`src/rtl/pdt_pkg.sv`:
```
package pdt_pkg;

  parameter int unsigned PDT_DW     = 32;
  parameter int unsigned PRESC_W    = 8;
  parameter int unsigned PRESC_LSB  = 8;
  parameter int unsigned EN_BIT     = 0;
  parameter int unsigned RELOAD_BIT = 1;
  parameter int unsigned STAT_BIT   = 0;

  typedef enum logic [2:0] {
    SEL_NONE,
    SEL_LOAD,
    SEL_COUNT,
    SEL_CTRL,
    SEL_STAT
  } reg_sel_e;

  // Byte-offset decode; offsets are fixed by the software view.
  function automatic reg_sel_e pdt_decode(input logic [7:0] a);
    case (a)
      8'h00:   return SEL_LOAD;
      8'h04:   return SEL_COUNT;
      8'h08:   return SEL_CTRL;
      8'h0C:   return SEL_STAT;
      default: return SEL_NONE;
    endcase
  endfunction

  // Control register as software sees it.
  function automatic logic [PDT_DW-1:0] pdt_ctrl_view(input logic en,
                                                      input logic reload,
                                                      input logic [PRESC_W-1:0] p);
    logic [PDT_DW-1:0] v;
    v = '0;
    v[EN_BIT] = en;
    v[RELOAD_BIT] = reload;
    v[PRESC_LSB +: PRESC_W] = p;
    return v;
  endfunction

  // Count as software sees it: hidden while stopped.
  function automatic logic [PDT_DW-1:0] pdt_count_view(input logic en,
                                                       input logic [PDT_DW-1:0] c);
    return en ? c : '0;
  endfunction

  // True when the next tick ends the current run.
  function automatic logic pdt_is_last(input logic [PDT_DW-1:0] c);
    return c == PDT_DW'(1);
  endfunction

endpackage

```
`src/rtl/pdt_prescale.sv`:
```
module pdt_prescale #(
  parameter int unsigned PW = pdt_pkg::PRESC_W
) (
  input  logic          clk,
  input  logic          rst_n,
  input  logic          en,
  input  logic          restart,
  input  logic [PW-1:0] presc,
  output logic          tick
);

  logic [PW-1:0] ph;

  // A shrinking divider value never strands the phase above it.
  assign tick = en && !restart && (ph >= presc);

  always_ff @(posedge clk or negedge rst_n) begin
    if (!rst_n)                    ph <= '0;
    else if (!en || restart || tick) ph <= '0;
    else                           ph <= ph + PW'(1);
  end

  // with a nonzero divider, ticks never come back to back
  assert_tick_spacing_R4: assert property (@(posedge clk) disable iff (!rst_n)
    (tick && presc != '0) |=> (!tick || presc == '0));

  // a restart leaves the phase at its origin
  assert_restart_phase_R4: assert property (@(posedge clk) disable iff (!rst_n)
    restart |=> (ph == '0));

endmodule

```
`src/rtl/pdt_count.sv`:
```
module pdt_count #(
  parameter int unsigned DW = pdt_pkg::PDT_DW
) (
  input  logic          clk,
  input  logic          rst_n,
  input  logic          tick,
  input  logic          cnt_wr,
  input  logic [DW-1:0] cnt_wdata,
  input  logic          arm_load,
  input  logic          reload,
  input  logic [DW-1:0] load_val,
  output logic [DW-1:0] cnt,
  output logic          expire
);
  import pdt_pkg::*;

  logic cnt_zero;
  assign cnt_zero = (cnt == '0);
  assign expire   = tick && !cnt_wr && pdt_is_last(cnt);

  always_ff @(posedge clk or negedge rst_n) begin
    if (!rst_n) begin
      cnt <= '0;
    end else if (cnt_wr) begin
      cnt <= cnt_wdata;
    end else if (arm_load && cnt_zero) begin
      cnt <= load_val;
    end else if (tick && !cnt_zero) begin
      if (expire) cnt <= reload ? load_val : '0;
      else        cnt <= cnt - DW'(1);
    end
  end

  // an ordinary tick removes exactly one
  assert_dec_R4: assert property (@(posedge clk) disable iff (!rst_n)
    (tick && !cnt_wr && !arm_load && cnt > DW'(1)) |=> (cnt == $past(cnt) - DW'(1)));

  // one-shot expiry parks at zero
  assert_oneshot_stop_R6: assert property (@(posedge clk) disable iff (!rst_n)
    (expire && !reload) |=> (cnt == '0));

  // periodic expiry refills from the start value
  assert_reload_R7: assert property (@(posedge clk) disable iff (!rst_n)
    (expire && reload) |=> (cnt == $past(load_val)));

  // a zero count stays put and never expires
  assert_zero_hold_R9: assert property (@(posedge clk) disable iff (!rst_n)
    (cnt_zero && !cnt_wr && !arm_load) |=> (cnt == '0));
  assert_zero_no_expire_R9: assert property (@(posedge clk) disable iff (!rst_n)
    cnt_zero |-> !expire);

endmodule

```
`src/rtl/pdt_regs.sv`:
```
module pdt_regs #(
  parameter int unsigned ADDR_W = 5,
  parameter int unsigned DW     = pdt_pkg::PDT_DW,
  parameter int unsigned PW     = pdt_pkg::PRESC_W
) (
  input  logic              clk,
  input  logic              rst_n,
  input  logic              wr,
  input  logic [ADDR_W-1:0] addr,
  input  logic [DW-1:0]     wdata,
  input  logic              expire,
  input  logic [DW-1:0]     cnt,
  output logic [DW-1:0]     rdata,
  output logic [DW-1:0]     load_q,
  output logic              en_q,
  output logic              reload_q,
  output logic [PW-1:0]     presc_q,
  output logic              status_q,
  output logic              cnt_wr,
  output logic              arm_load,
  output logic              restart
);
  import pdt_pkg::*;

  reg_sel_e sel;
  logic wr_load, wr_cnt, wr_ctrl, wr_stat, en_rise, stat_clr;

  assign sel      = pdt_decode(8'(addr));
  assign wr_load  = wr && (sel == SEL_LOAD);
  assign wr_cnt   = wr && (sel == SEL_COUNT);
  assign wr_ctrl  = wr && (sel == SEL_CTRL);
  assign wr_stat  = wr && (sel == SEL_STAT);
  assign stat_clr = wr_stat && wdata[STAT_BIT];
  assign en_rise  = wr_ctrl && wdata[EN_BIT] && !en_q;
  assign arm_load = en_rise && wdata[RELOAD_BIT];
  assign cnt_wr   = wr_load || wr_cnt;
  assign restart  = cnt_wr || en_rise;

  always_ff @(posedge clk or negedge rst_n) begin
    if (!rst_n) begin
      load_q   <= '0;
      en_q     <= 1'b0;
      reload_q <= 1'b0;
      presc_q  <= '0;
      status_q <= 1'b0;
    end else begin
      if (wr_load) load_q <= wdata;
      if (wr_ctrl) begin
        en_q     <= wdata[EN_BIT];
        reload_q <= wdata[RELOAD_BIT];
        presc_q  <= wdata[PRESC_LSB +: PW];
      end
      if (expire)        status_q <= 1'b1;
      else if (stat_clr) status_q <= 1'b0;
    end
  end

  always_comb begin
    rdata = '0;
    case (sel)
      SEL_LOAD:  rdata = load_q;
      SEL_COUNT: rdata = pdt_count_view(en_q, cnt);
      SEL_CTRL:  rdata = pdt_ctrl_view(en_q, reload_q, presc_q);
      SEL_STAT:  rdata[STAT_BIT] = status_q;
      default:   rdata = '0;
    endcase
  end

  // an expiry always leaves the flag raised
  assert_expire_sets_R6: assert property (@(posedge clk) disable iff (!rst_n)
    expire |=> status_q);

  // the flag is sticky until a one is written to it
  assert_status_sticky_R11: assert property (@(posedge clk) disable iff (!rst_n)
    (status_q && !stat_clr) |=> status_q);

  // a clear without a colliding expiry drops the flag
  assert_status_clear_R11: assert property (@(posedge clk) disable iff (!rst_n)
    (stat_clr && !expire) |=> !status_q);

  // writes to unmapped offsets change nothing
  assert_unmapped_ignored_R2: assert property (@(posedge clk) disable iff (!rst_n)
    (wr && sel == SEL_NONE) |=> ($stable(load_q) && $stable(en_q) &&
                                 $stable(reload_q) && $stable(presc_q)));

endmodule

```
`src/rtl/pdt_timer.sv`:
```
module pdt_timer #(
  parameter int unsigned ADDR_W = 5
) (
  input  logic              clk,
  input  logic              rst_n,
  input  logic              reg_wr,
  input  logic [ADDR_W-1:0] reg_addr,
  input  logic [31:0]       reg_wdata,
  output logic [31:0]       reg_rdata,
  output logic              irq
);
  import pdt_pkg::*;

  localparam int unsigned DW = PDT_DW;
  localparam int unsigned PW = PRESC_W;

  logic [DW-1:0] load_q, cnt;
  logic [PW-1:0] presc_q;
  logic en_q, reload_q, status_q, cnt_wr, arm_load, restart, tick, expire;

  pdt_regs #(.ADDR_W(ADDR_W), .DW(DW), .PW(PW)) u_regs (
    .clk      (clk),
    .rst_n    (rst_n),
    .wr       (reg_wr),
    .addr     (reg_addr),
    .wdata    (reg_wdata),
    .expire   (expire),
    .cnt      (cnt),
    .rdata    (reg_rdata),
    .load_q   (load_q),
    .en_q     (en_q),
    .reload_q (reload_q),
    .presc_q  (presc_q),
    .status_q (status_q),
    .cnt_wr   (cnt_wr),
    .arm_load (arm_load),
    .restart  (restart)
  );

  pdt_prescale #(.PW(PW)) u_presc (
    .clk     (clk),
    .rst_n   (rst_n),
    .en      (en_q),
    .restart (restart),
    .presc   (presc_q),
    .tick    (tick)
  );

  pdt_count #(.DW(DW)) u_count (
    .clk       (clk),
    .rst_n     (rst_n),
    .tick      (tick),
    .cnt_wr    (cnt_wr),
    .cnt_wdata (reg_wdata),
    .arm_load  (arm_load),
    .reload    (reload_q),
    .load_val  (load_q),
    .cnt       (cnt),
    .expire    (expire)
  );

  assign irq = status_q;

  // enabling an empty periodic timer pulls in the start value
  assert_arm_load_R8: assert property (@(posedge clk) disable iff (!rst_n)
    (arm_load && !cnt_wr && cnt == '0) |=> (cnt == $past(load_q)));

endmodule

```
`config.mk`:
```
export PLATFORM = sky130hd
export DESIGN_NAME = pdt_timer
export DESIGN_NICKNAME = d
export VERILOG_FILES = /design/src/rtl/pdt_pkg.sv /design/src/rtl/pdt_prescale.sv /design/src/rtl/pdt_count.sv /design/src/rtl/pdt_regs.sv /design/src/rtl/pdt_timer.sv
export SDC_FILE = /design/constraint.sdc
export NUM_CORES = 1
export LEC_CHECK = 0
export ABC_AREA = 1
export BUFFER_PORTS_ARGS = -buffer_cell sky130_fd_sc_hd__buf_2
export CAP_MARGIN = 20
export CELL_PAD_IN_SITES_DETAIL_PLACEMENT = 1
export CELL_PAD_IN_SITES_GLOBAL_PLACEMENT = 1
export CORE_ASPECT_RATIO = 0.6
export CORE_UTILIZATION = 42
export DETAILED_ROUTE_END_ITERATION = 12
export PLACE_DENSITY_LB_ADDON = 0.1
export SYNTH_ARGS = -nofsm -noshare
export SYNTH_HDL_FRONTEND = slang
export SYNTH_SLANG_ARGS = --single-unit
```
`constraint.sdc`:
```
create_clock -name clk -period 2.43 [get_ports clk]
set_clock_uncertainty 0.1 [all_clocks]
set_input_delay 0.1215 -clock clk [delete_from_list [all_inputs] [get_ports clk]]
set_output_delay 0.1215 -clock clk [all_outputs]
set_load 0.02 [all_outputs]
```
After elaboration in Yosys (flattened, before gate mapping)
Cells that the tools add are included.
{"block": "op_classes", "mux": 12, "n_bitwise": 0, "n_eq_ne": 8, "shifts": 0, "magnitude_cmp": 1, "n_mul": 0, "addsub": 2, "n_div": 0, "reduce_logical": 26}
{"operator": "$mux W32", "n": 6}
{"operator": "$pmux W31 S3", "n": 1}
{"operator": "$eq A32 B1 Y1 const B", "n": 1}
{"operator": "$logic_not A32 Y1", "n": 1}
{"operator": "$sub A32 B1 Y32 const B", "n": 1}
{"operator": "$logic_and A1 B1 Y1", "n": 14}
{"operator": "$pmux W3 S4", "n": 1}
{"operator": "$eq A5 B4 Y1 const B", "n": 2}
{"operator": "$add A8 B1 Y8 const B", "n": 1}
{"operator": "$ge A8 B8 Y1", "n": 1}
{"operator": "$mux W8", "n": 1}
{"operator": "$eq A3 B2 Y1 const B", "n": 2}
{"operator": "$eq A5 B3 Y1 const B", "n": 1}
{"operator": "$logic_not A5 Y1", "n": 1}
{"operator": "$logic_not A1 Y1", "n": 4}
{"operator": "$logic_or A1 B1 Y1", "n": 4}
{"operator": "$pmux W1 S4", "n": 1}
{"operator": "$eq A3 B1 Y1 const B", "n": 1}
{"operator": "$eq A3 B3 Y1 const B", "n": 1}
{"operator": "$reduce_bool A3 Y1", "n": 1}
{"operator": "$mux W1", "n": 2}
{"operator": "$reduce_bool A2 Y1", "n": 1}
{"block": "word_totals", "word_cells": 56, "romBits": 0, "n_memories": 0, "register_bits": 83, "inputBits": 40, "out_inout_bits": 33, "latch_bits": 0, "ramBits": 0}

Logic depth before layout (Yosys ltp)
Gate-level depths: netlist (run 1).
{"block": "logic_depth", "word_depth": 16, "depth_mapped": 17, "ltp_nobuf": 16}

Modules after synthesis
Synthesis (run 1) repeated with hierarchy kept, for this count alone.
{"block": "unflattened", "cells_unflattened": 945, "hier_area_um2": 6321.1}
{"mod": "pdt_count", "cells_each": 536, "seq_area_each_um2": 800.8, "n_inst": 1, "area_per_inst_um2": 3266.9}
{"mod": "pdt_regs", "cells_each": 334, "seq_area_each_um2": 1076.0, "n_inst": 1, "area_per_inst_um2": 2452.4}
{"mod": "pdt_prescale", "cells_each": 75, "seq_area_each_um2": 200.2, "n_inst": 1, "area_per_inst_um2": 601.8}

Worst setup path after synthesis (run 1)
Ideal clock, no wire load.
{"block": "synth_timing", "path_kind": "reg2reg", "start": "register u_presc.ph[7]", "end": "register u_count.cnt[15]", "setup_time_ns": 0.116, "arrival_time_ns": 1.761, "stages_incl_launch_ff": 14, "path_slack_ns": 0.453, "n_path_buf": 1, "required_ns": 2.214, "period_less_slack_ns": 1.977, "cell_sequence": "dfrtp_1 > ha_1 > nand2_1 > inv_1 > nor2_1 > o21a_1 > nand2_1 > nand3_2 > nand2_4 > nor2_8 > buf_6 > nor2_2 > nand2_1 > nand2_1"}
{"block": "synth_between", "elab_chain_len": 8}
{"element": "from (decl)", "line": "pdt_prescale.sv:12", "text": "logic [PW-1:0] ph;"}
{"element": "from (signal assigned)", "line": "pdt_prescale.sv:20", "text": "else ph <= ph + PW'(1);"}
{"element": "$ge A8 B8 Y1 *", "line": "pdt_prescale.sv:15", "text": "assign tick = en && !restart && (ph >= presc);"}
{"element": "$logic_and A1 B1 Y1 *", "line": "pdt_prescale.sv:15"}
{"element": "$logic_and A1 B1 Y1 (2 in a row)", "line": "pdt_count.sv:19", "text": "assign expire = tick && !cnt_wr && pdt_is_last(cnt);"}
{"element": "$mux W32", "line": "pdt_count.sv:29", "text": "if (expire) cnt <= reload ? load_val : '0;"}
{"element": "$mux W32", "line": "pdt_count.sv:28", "text": "end else if (tick && !cnt_zero) begin"}
{"element": "$mux W32", "line": "pdt_count.sv:26", "text": "end else if (arm_load && cnt_zero) begin"}
{"element": "$mux W32", "line": "pdt_count.sv:24", "text": "end else if (cnt_wr) begin"}
{"element": "to (signal assigned)", "line": "pdt_count.sv:25", "text": "cnt <= cnt_wdata;"}
{"element": "to (signal assigned)", "line": "pdt_count.sv:27", "text": "cnt <= load_val;"}
{"element": "to (signal assigned)", "line": "pdt_count.sv:29"}
{"element": "to (decl)", "line": "pdt_count.sv:12", "text": "output logic [DW-1:0] cnt,"}
Mark *: on every way between the ends. The rest lies on a longest branch, timed or not. The select of a mux whose other input is x is not followed.
A chain may end at the register's enable or synchronous reset.

Worst setup path in the final report (run 1)
{"block": "layout_timing", "start": "register u_regs.en_q", "end": "output port reg_rdata[16]"}
{"block": "layout_between", "elab_chain_len": 2}
{"element": "from (decl)", "line": "pdt_regs.sv:15", "text": "output logic en_q,"}
{"element": "from (signal assigned)", "line": "pdt_regs.sv:49", "text": "en_q <= wdata[EN_BIT];"}
{"element": "$mux W32", "line": "pdt_pkg.sv:44", "text": "return en ? c : '0;"}
{"element": "$pmux W31 S3", "line": "pdt_regs.sv:60", "text": "case (sel)"}
{"element": "to (decl)", "line": "pdt_timer.sv:9", "text": "output logic [31:0] reg_rdata,"}
No other way between the ends.

==> impl_metrics.env, run 1 <==
export IMPL_outcome="completed"
export IMPL_netlist_area_um2=6560
export IMPL_port_buffers=72
export IMPL_antenna_found_initial=0
export IMPL_cp_max_fo=11
export IMPL_dieArea_um2=16100
export IMPL_async_flop_share_pct=100
export IMPL_p_leak_nw=4.46
export IMPL_synthAdderAreaFrac_pct=2.10
export IMPL_cpPeakStageDelay_ns=0.38
export IMPL_die_width_um=163
export IMPL_synth_edf_count=0
export IMPL_grt_overflow_total=0
export IMPL_drc=0
export IMPL_ys_seq_elements=83
export IMPL_first_pass_iters=5
export IMPL_placed_area_um2=7300
export IMPL_cp_data_arrival_time_ns=2.12
export IMPL_maxCapViolCount=0
export IMPL_rows=34
export IMPL_grt_pass1_vias=7349
export IMPL_cts_buffer_depth=2
export IMPL_holdWs_ns=0.0137
export IMPL_worstPathRequired_ns=2.21
export IMPL_vdd_ir_drop_max_mv=0.397
export IMPL_power_density_nw_per_um2=895
export IMPL_rsz0062_at_grt="false"
export IMPL_synth_ff_type="dfrtp_1"
export IMPL_area_growth_pct=21.5
export IMPL_synth_simple_area_share_pct=46.9
export IMPL_yosysWarnings=0
export IMPL_ys_types=33
export IMPL_synth_xor_area_share_pct=2.94
export IMPL_power_frac_comb_pct=49.3
export IMPL_drt_iter0_markers=611
export IMPL_start_kind="flop"
export IMPL_synthTopCellsByArea="dfrtp_1 32%, nand2_1 26%, nor2_1 6.9%"
export IMPL_netlist_top_cells_count="457 x nand2_1, 120 x nor2_1, 107 x inv_1"
export IMPL_fin_crit_sh_pct=96.5
export IMPL_crit_chain="inv_1, nor3_4, clkinvlp_4, buf_4, o21ai_0, buf_2"
export IMPL_avgSynthCellArea_um2=6.19
export IMPL_nets=1220
export IMPL_min_path_type="primary input to flop"
export IMPL_coreArea_um2=14800
export IMPL_grtUsageMet3_pct=4.67
export IMPL_grt_util_met1_pct=48.5
export IMPL_slew_violations=0
export IMPL_pwr_share_seq_pct=31.2
export IMPL_grt_start_max_net_pins=66
export IMPL_start_util_pct=44.2
export IMPL_layout_drive_gt1_share_pct=16.4
export IMPL_fin_area_um2=7970
export IMPL_dp_cells=1320
export IMPL_cp_slowest_cell="nor3_4"
export IMPL_dp_hpwl_mm=17.6
export IMPL_cts_tree="done"
export IMPL_grt_usage_pct=31.7
export IMPL_ant_nets=0
export IMPL_clock_fmax_mhz=427
export IMPL_clockRootBuffer="clkbuf_16"
export IMPL_yosys_area_top_type="dfrtp_1"
export IMPL_fp_dieH_um=98.8
export IMPL_via_per_inst=5.28
export IMPL_ioPinCount=73
export IMPL_synthCells=1060
export IMPL_internal_power_mw=3.65
export IMPL_min_period_ns=2.34
export IMPL_swShare_pct=48.9
export IMPL_p_sw_mw=3.49
export IMPL_wirelength_mm=24.9
export IMPL_diodes=0
export IMPL_clock_latency_ns=0.35
export IMPL_syn_nets=1111
export IMPL_end_kind="output pin"
export IMPL_top_usage_layer="met1"
export IMPL_cts_htree_levels=3
export IMPL_clk_pin_slew_ns=0.08
export IMPL_tightest_slew_ns=0.522
export IMPL_hold_viol=0
export IMPL_final_cells=1372
export IMPL_setup_viol=0
export IMPL_synth_area_mux_share_pct=0
export IMPL_cts_sinks=83
export IMPL_numCtsBuffers=9
export IMPL_synth_top_family_by_area="simple AND/OR/NAND/NOR gates"
export IMPL_grt_pass1_wl_mm=39.6
export IMPL_worstSetupPathType="flop to output pin"
export IMPL_yosysSeqAreaShare_pct=31.7
export IMPL_netlist_area_leader_share_pct=31.7
export IMPL_clkPwrFrac_pct=19.5
export IMPL_route_vias_total=7246
export IMPL_final_setup_tns_ns=0
export IMPL_synth_compound_area_share_pct=6.10
export IMPL_gp_congestion=0.944
export IMPL_slew_headroom_pct=65.2
export IMPL_synth_most_common_cell="nand2_1"
export IMPL_wl_per_cell_um=18.2
export IMPL_grt_met2_usage_pct=47.5
cell families (layout without fill, tap and decap cells):
family                   after synthesis  after routing
AND/OR/NAND/NOR                      713            714
XOR/XNOR                              22             22
flip-flops                            83             83
adder cells (fa/ha/maj)               11             11
buffers and inverters                158            271
AO/OA/AOI/OAI                         73             73
repair_timing:
action                                  in CTS  in global routing
gates resized for setup                      0                  7
hold buffers                                31                  0
endpoints found under the hold margin       71                  0
cloned                                       0                  3
endpoints found under the setup margin       1                 45
setup buffers                                0                  2
pin swaps                                    1                  2
power groups by stage:
stage | Sequential [mW] | Combinational, mW | Clock [mW]
after floorplan | 2.11 | 2.37 | 0
after global routing | 2.27 | 3.94 | 1.46
final | 2.22 | 3.52 | 1.39
after detailed placement | 2.23 | 3.36 | 0
after global placement | 2.21 | 3.27 | 0
after CTS | 2.21 | 3.45 | 1.41
cell type report:
class	instances	area, um2
Timing Repair Buffer	144	1090
Fill cell	2032	6880
Inverter	110	417
Clock buffer	9	225
Multi-Input combinational cell	820	3850
Clock inverter	7	60.1
Tap cell	198	248
Timing Repair inverter	1	7.51
Sequential cell	83	2080
per-stage QoR:
stage	setup slack, ns	utilization [%]	total power, mW
2_1_floorplan	0.453	-	4.48
3_3_place_gp	0.134	49.1	5.48
3_5_place_dp	0.0245	49.1	5.59
4_1_cts	0.000279	53.2	7.06
5_1_grt	0.0245	53.7	7.67
6_report	0.0856	53.7	7.13
layout by cell type, fill, tap and decap left out, drive strengths merged, types with 5 or more instances in the layout:
cell type    synthesis  layout
ha                  11      11
a22oi                5       5
nor2               165     165
xor2                18      18
clkbuf              25      10
nand4               36      36
dlygate4sd3          0      31
dfrtp               83      83
nand2              461     461
nor3                 5       5
buf                 23     112
inv                110     112
o21ai               40      40
nand3               43      44
a21oi               21      21
flip-flops by register name, summed over array words and instances (netlist names):
register	flops
u_regs.presc_q	8
u_regs.reload_q	1
u_regs.en_q	1
u_regs.load_q	32
u_presc.ph	8
u_regs.status_q	1
u_count.cnt	32
path summary, 6_finish.rpt:
| kind | start | to | slack [ns] | cells past startpoint |
|---|---|---|---|---|
| worst max register to register | u_count.cnt[17]$_DFFE_PN0P_ | u_count.cnt[0]$_DFFE_PN0P_ | 0.10 | 10 |
| max in group asynchronous | rst_n | u_count.cnt[4]$_DFFE_PN0P_ | 1.34 | 3 |
| worst max-delay path | u_regs.en_q$_DFFE_PN0N_ | reg_rdata[16] | 0.09 | 6 |
| min in group asynchronous | rst_n | u_regs.presc_q[6]$_DFFE_PN0N_ | 0.18 | 2 |
| worst min-delay path | reg_wdata[30] | u_regs.load_q[30]$_DFFE_PN0P_ | 0.01 | 3 |
| worst min register to register | u_presc.ph[0]$_DFF_PN0_ | u_presc.ph[0]$_DFF_PN0_ | 0.39 | 1 |
critical path, delay by kind of cell, from the launching register on:
| kind | cells | cell delay [ns] |
|---|---|---|
| buf+inv | 4 | 0.75 |
| flops | 1 | 0.35 |
| simple gates | 1 | 0.38 |
| compound gates | 1 | 0.29 |
metal layers:
metal	share of wire, %	vias up	wire (um)
li1	-	3498	-
met1	52	3542	12900
met2	42	186	10500
met3	5.7	20	1410
met4	0.82	0	204
met5	0	-	0
No activity file was read; power rests on OpenSTA's default activity.
==> run 2: changes to the inputs <==
Settings changed: REMOVE_ABC_BUFFERS set to 1.
==> run 2 against run 1 <==
Worst setup slack got worse by 0.055 ns. Largest power group unchanged. Total power is 5.2% higher. Utilization grew 1.4 points. Cell count up 1.2%. Sequential share of layout area is 0.68 points lower.
==> impl_metrics.env, run 2 (same netlist as run 1, synthesis figures left out) <==
export IMPL_outcome="completed"
export IMPL_clock_latency_ns=0.36
export IMPL_ioPinCount=73
export IMPL_dieArea_um2=16100
export IMPL_r2r_start="u_count.cnt[14]$_DFFE_PN0P_"
export IMPL_worstPathRequired_ns=2.58
export IMPL_layout_drive_gt1_share_pct=17.6
export IMPL_die_width_um=163
export IMPL_critPathLaunch="u_count.cnt[14]$_DFFE_PN0P_"
export IMPL_min_from="reg_wdata[1]"
export IMPL_area_growth_pct=24.7
export IMPL_mostFrequentLayoutCell="nand2_1"
export IMPL_vdd_ir_drop_max_mv=0.385
export IMPL_layout_common_cells="455 x nand2_1, 116 x nor2_1, 107 x inv_1, 83 x dfrtp_1, 71 x buf_2"
export IMPL_grt_pass1_vias=7460
export IMPL_grt_start_max_net_pins=40
export IMPL_crit_chain="nor2_1, nand2_1, nor2_2, nand4_4, nand3_4, nand2_4, nor2_8, clkbuf_16, nor2_2, nand2_1, nand2_1"
export IMPL_antenna_found_initial=0
export IMPL_wirelength_mm=26.0
export IMPL_first_pass_iters=4
export IMPL_fin_area_um2=8180
export IMPL_grt_usage_pct=32.1
export IMPL_dp_cells=1327
export IMPL_clockRootBuffer="clkbuf_16"
export IMPL_end_kind="flop"
export IMPL_top_regs="u_count.cnt x32, u_regs.load_q x32"
export IMPL_setup_viol=0
export IMPL_cts_sinks=83
export IMPL_coreArea_um2=14800
export IMPL_clk_pin_slew_ns=0.07
export IMPL_multi_input_area_um2=3870
export IMPL_diodes=0
export IMPL_maxCapViolCount=0
export IMPL_worstSetupPathType="flop to flop"
export IMPL_cpPeakStageDelay_ns=0.45
export IMPL_min_period_ns=2.40
export IMPL_cts_htree_levels=3
export IMPL_start_kind="flop"
export IMPL_gp_congestion=0.897
export IMPL_rows=34
export IMPL_wl_per_cell_um=18.8
export IMPL_clock_fmax_mhz=417
export IMPL_power_density_nw_per_um2=917
export IMPL_dp_hpwl_mm=17.6
export IMPL_final_cells=1388
export IMPL_grt_pass1_wl_mm=39.8
export IMPL_fp_dieH_um=98.8
export IMPL_drc=0
export IMPL_tightest_slew_ns=0.546
export IMPL_cp_data_arrival_time_ns=2.55
export IMPL_slew_headroom_pct=63.6
export IMPL_slew_violations=0
export IMPL_cts_buffer_depth=2
export IMPL_min_path_type="primary input to flop"
export IMPL_ant_nets=0
export IMPL_nets=1236
export IMPL_cts_tree="done"
export IMPL_port_buffers=72
export IMPL_fin_crit_sh_pct=98.7
export IMPL_start_util_pct=44.2
export IMPL_p_leak_nw=4.59
export IMPL_ff_latch_area_um2=2080
export IMPL_via_per_inst=5.41
export IMPL_nFillCells=2075
export IMPL_numCtsBuffers=9
export IMPL_drt_iter0_markers=540
export IMPL_cp_slowest_cell="dfrtp_1"
export IMPL_hold_viol=0
export IMPL_placed_area_um2=7310
export IMPL_crit_top_cell="nand2_1"
export IMPL_cp_max_fo=8
export IMPL_route_vias_total=7512
export IMPL_grt_overflow_total=0
==> run 2: repair_timing <==
action / in CTS / in global routing
hold buffers: 32 / 0
gates resized for setup: 0 / 10
buffers inserted: 0 / 7
endpoints found under the setup margin: 0 / 32
endpoints found under the hold margin: 102 / 0
==> run 2: worst max-delay path: cells and delay by family, from the launching register on <==
family | cells | cell delay (ns)
buffers and inverters | 1 | 0.24
AND/OR/NAND/NOR | 10 | 1.50
flip-flops | 1 | 0.45
==> run 2: path summary, 6_finish.rpt <==
path,to,slack (ns),depth (start not counted)
worst max-delay path,u_count.cnt[17]$_DFFE_PN0P_,0.03,11
max in group asynchronous,u_regs.load_q[10]$_DFFE_PN0P_,1.46,3
worst min-delay path,u_regs.load_q[1]$_DFFE_PN0P_,0.008,3
worst max register to register,u_count.cnt[17]$_DFFE_PN0P_,0.03,11
worst min register to register,u_presc.ph[0]$_DFF_PN0_,0.40,1
min in group asynchronous,u_regs.load_q[4]$_DFFE_PN0P_,0.13,2
==> run 2: through the flow <==
| step | TNS [ns] | hold slack (ns) | total power, mW | worst slack (ns) | utilization (%) |
|---|---|---|---|---|---|
| 3_5_place_dp | 0 | -0.0371 | 5.59 | 0.0846 | 49.2 |
| 6_report | 0 | 0.00765 | 7.50 | 0.0307 | 55.1 |
| 5_1_grt | -0.439 | 0.0230 | 8.04 | -0.0403 | 55.1 |
| 4_1_cts | 0 | 0.00747 | 7.35 | 0.0129 | 53.7 |
| 2_1_floorplan | -44.01 | -0.274 | 4.45 | -0.855 | - |
| 3_3_place_gp | 0 | -0.0407 | 5.46 | 0.213 | 49.2 |
==> run 2: per-layer routing <==
layer | global-route usage [%] | vias to the layer above | wire (um) | part of all wire [%]
met5 | 0 | - | 0 | 0
met4 | 7.33 | 0 | 492 | 1.9
met3 | 4.67 | 45 | 1710 | 6.6
met2 | 50.8 | 258 | 11600 | 44
met1 | 45.9 | 3680 | 12300 | 47
li1 | - | 3529 | - | -
==> run 2: cell type report <==
class	instances	share of cell area, %
multi-input combinational	821	47.3
sequential	83	25.4
timing repair buffer	160	15.0
inverter	110	5.05
tap	198	3.03
clock buffer	9	2.75
clock inverter	7	1.48
==> run 2: power breakdown <==
part	internal (mW)	total, mW	switching, mW
Combinational	1.23	3.61	2.38
Clock	1.02	1.67	0.650
Sequential	1.76	2.23	0.474
Total	4.00	7.50	3.50
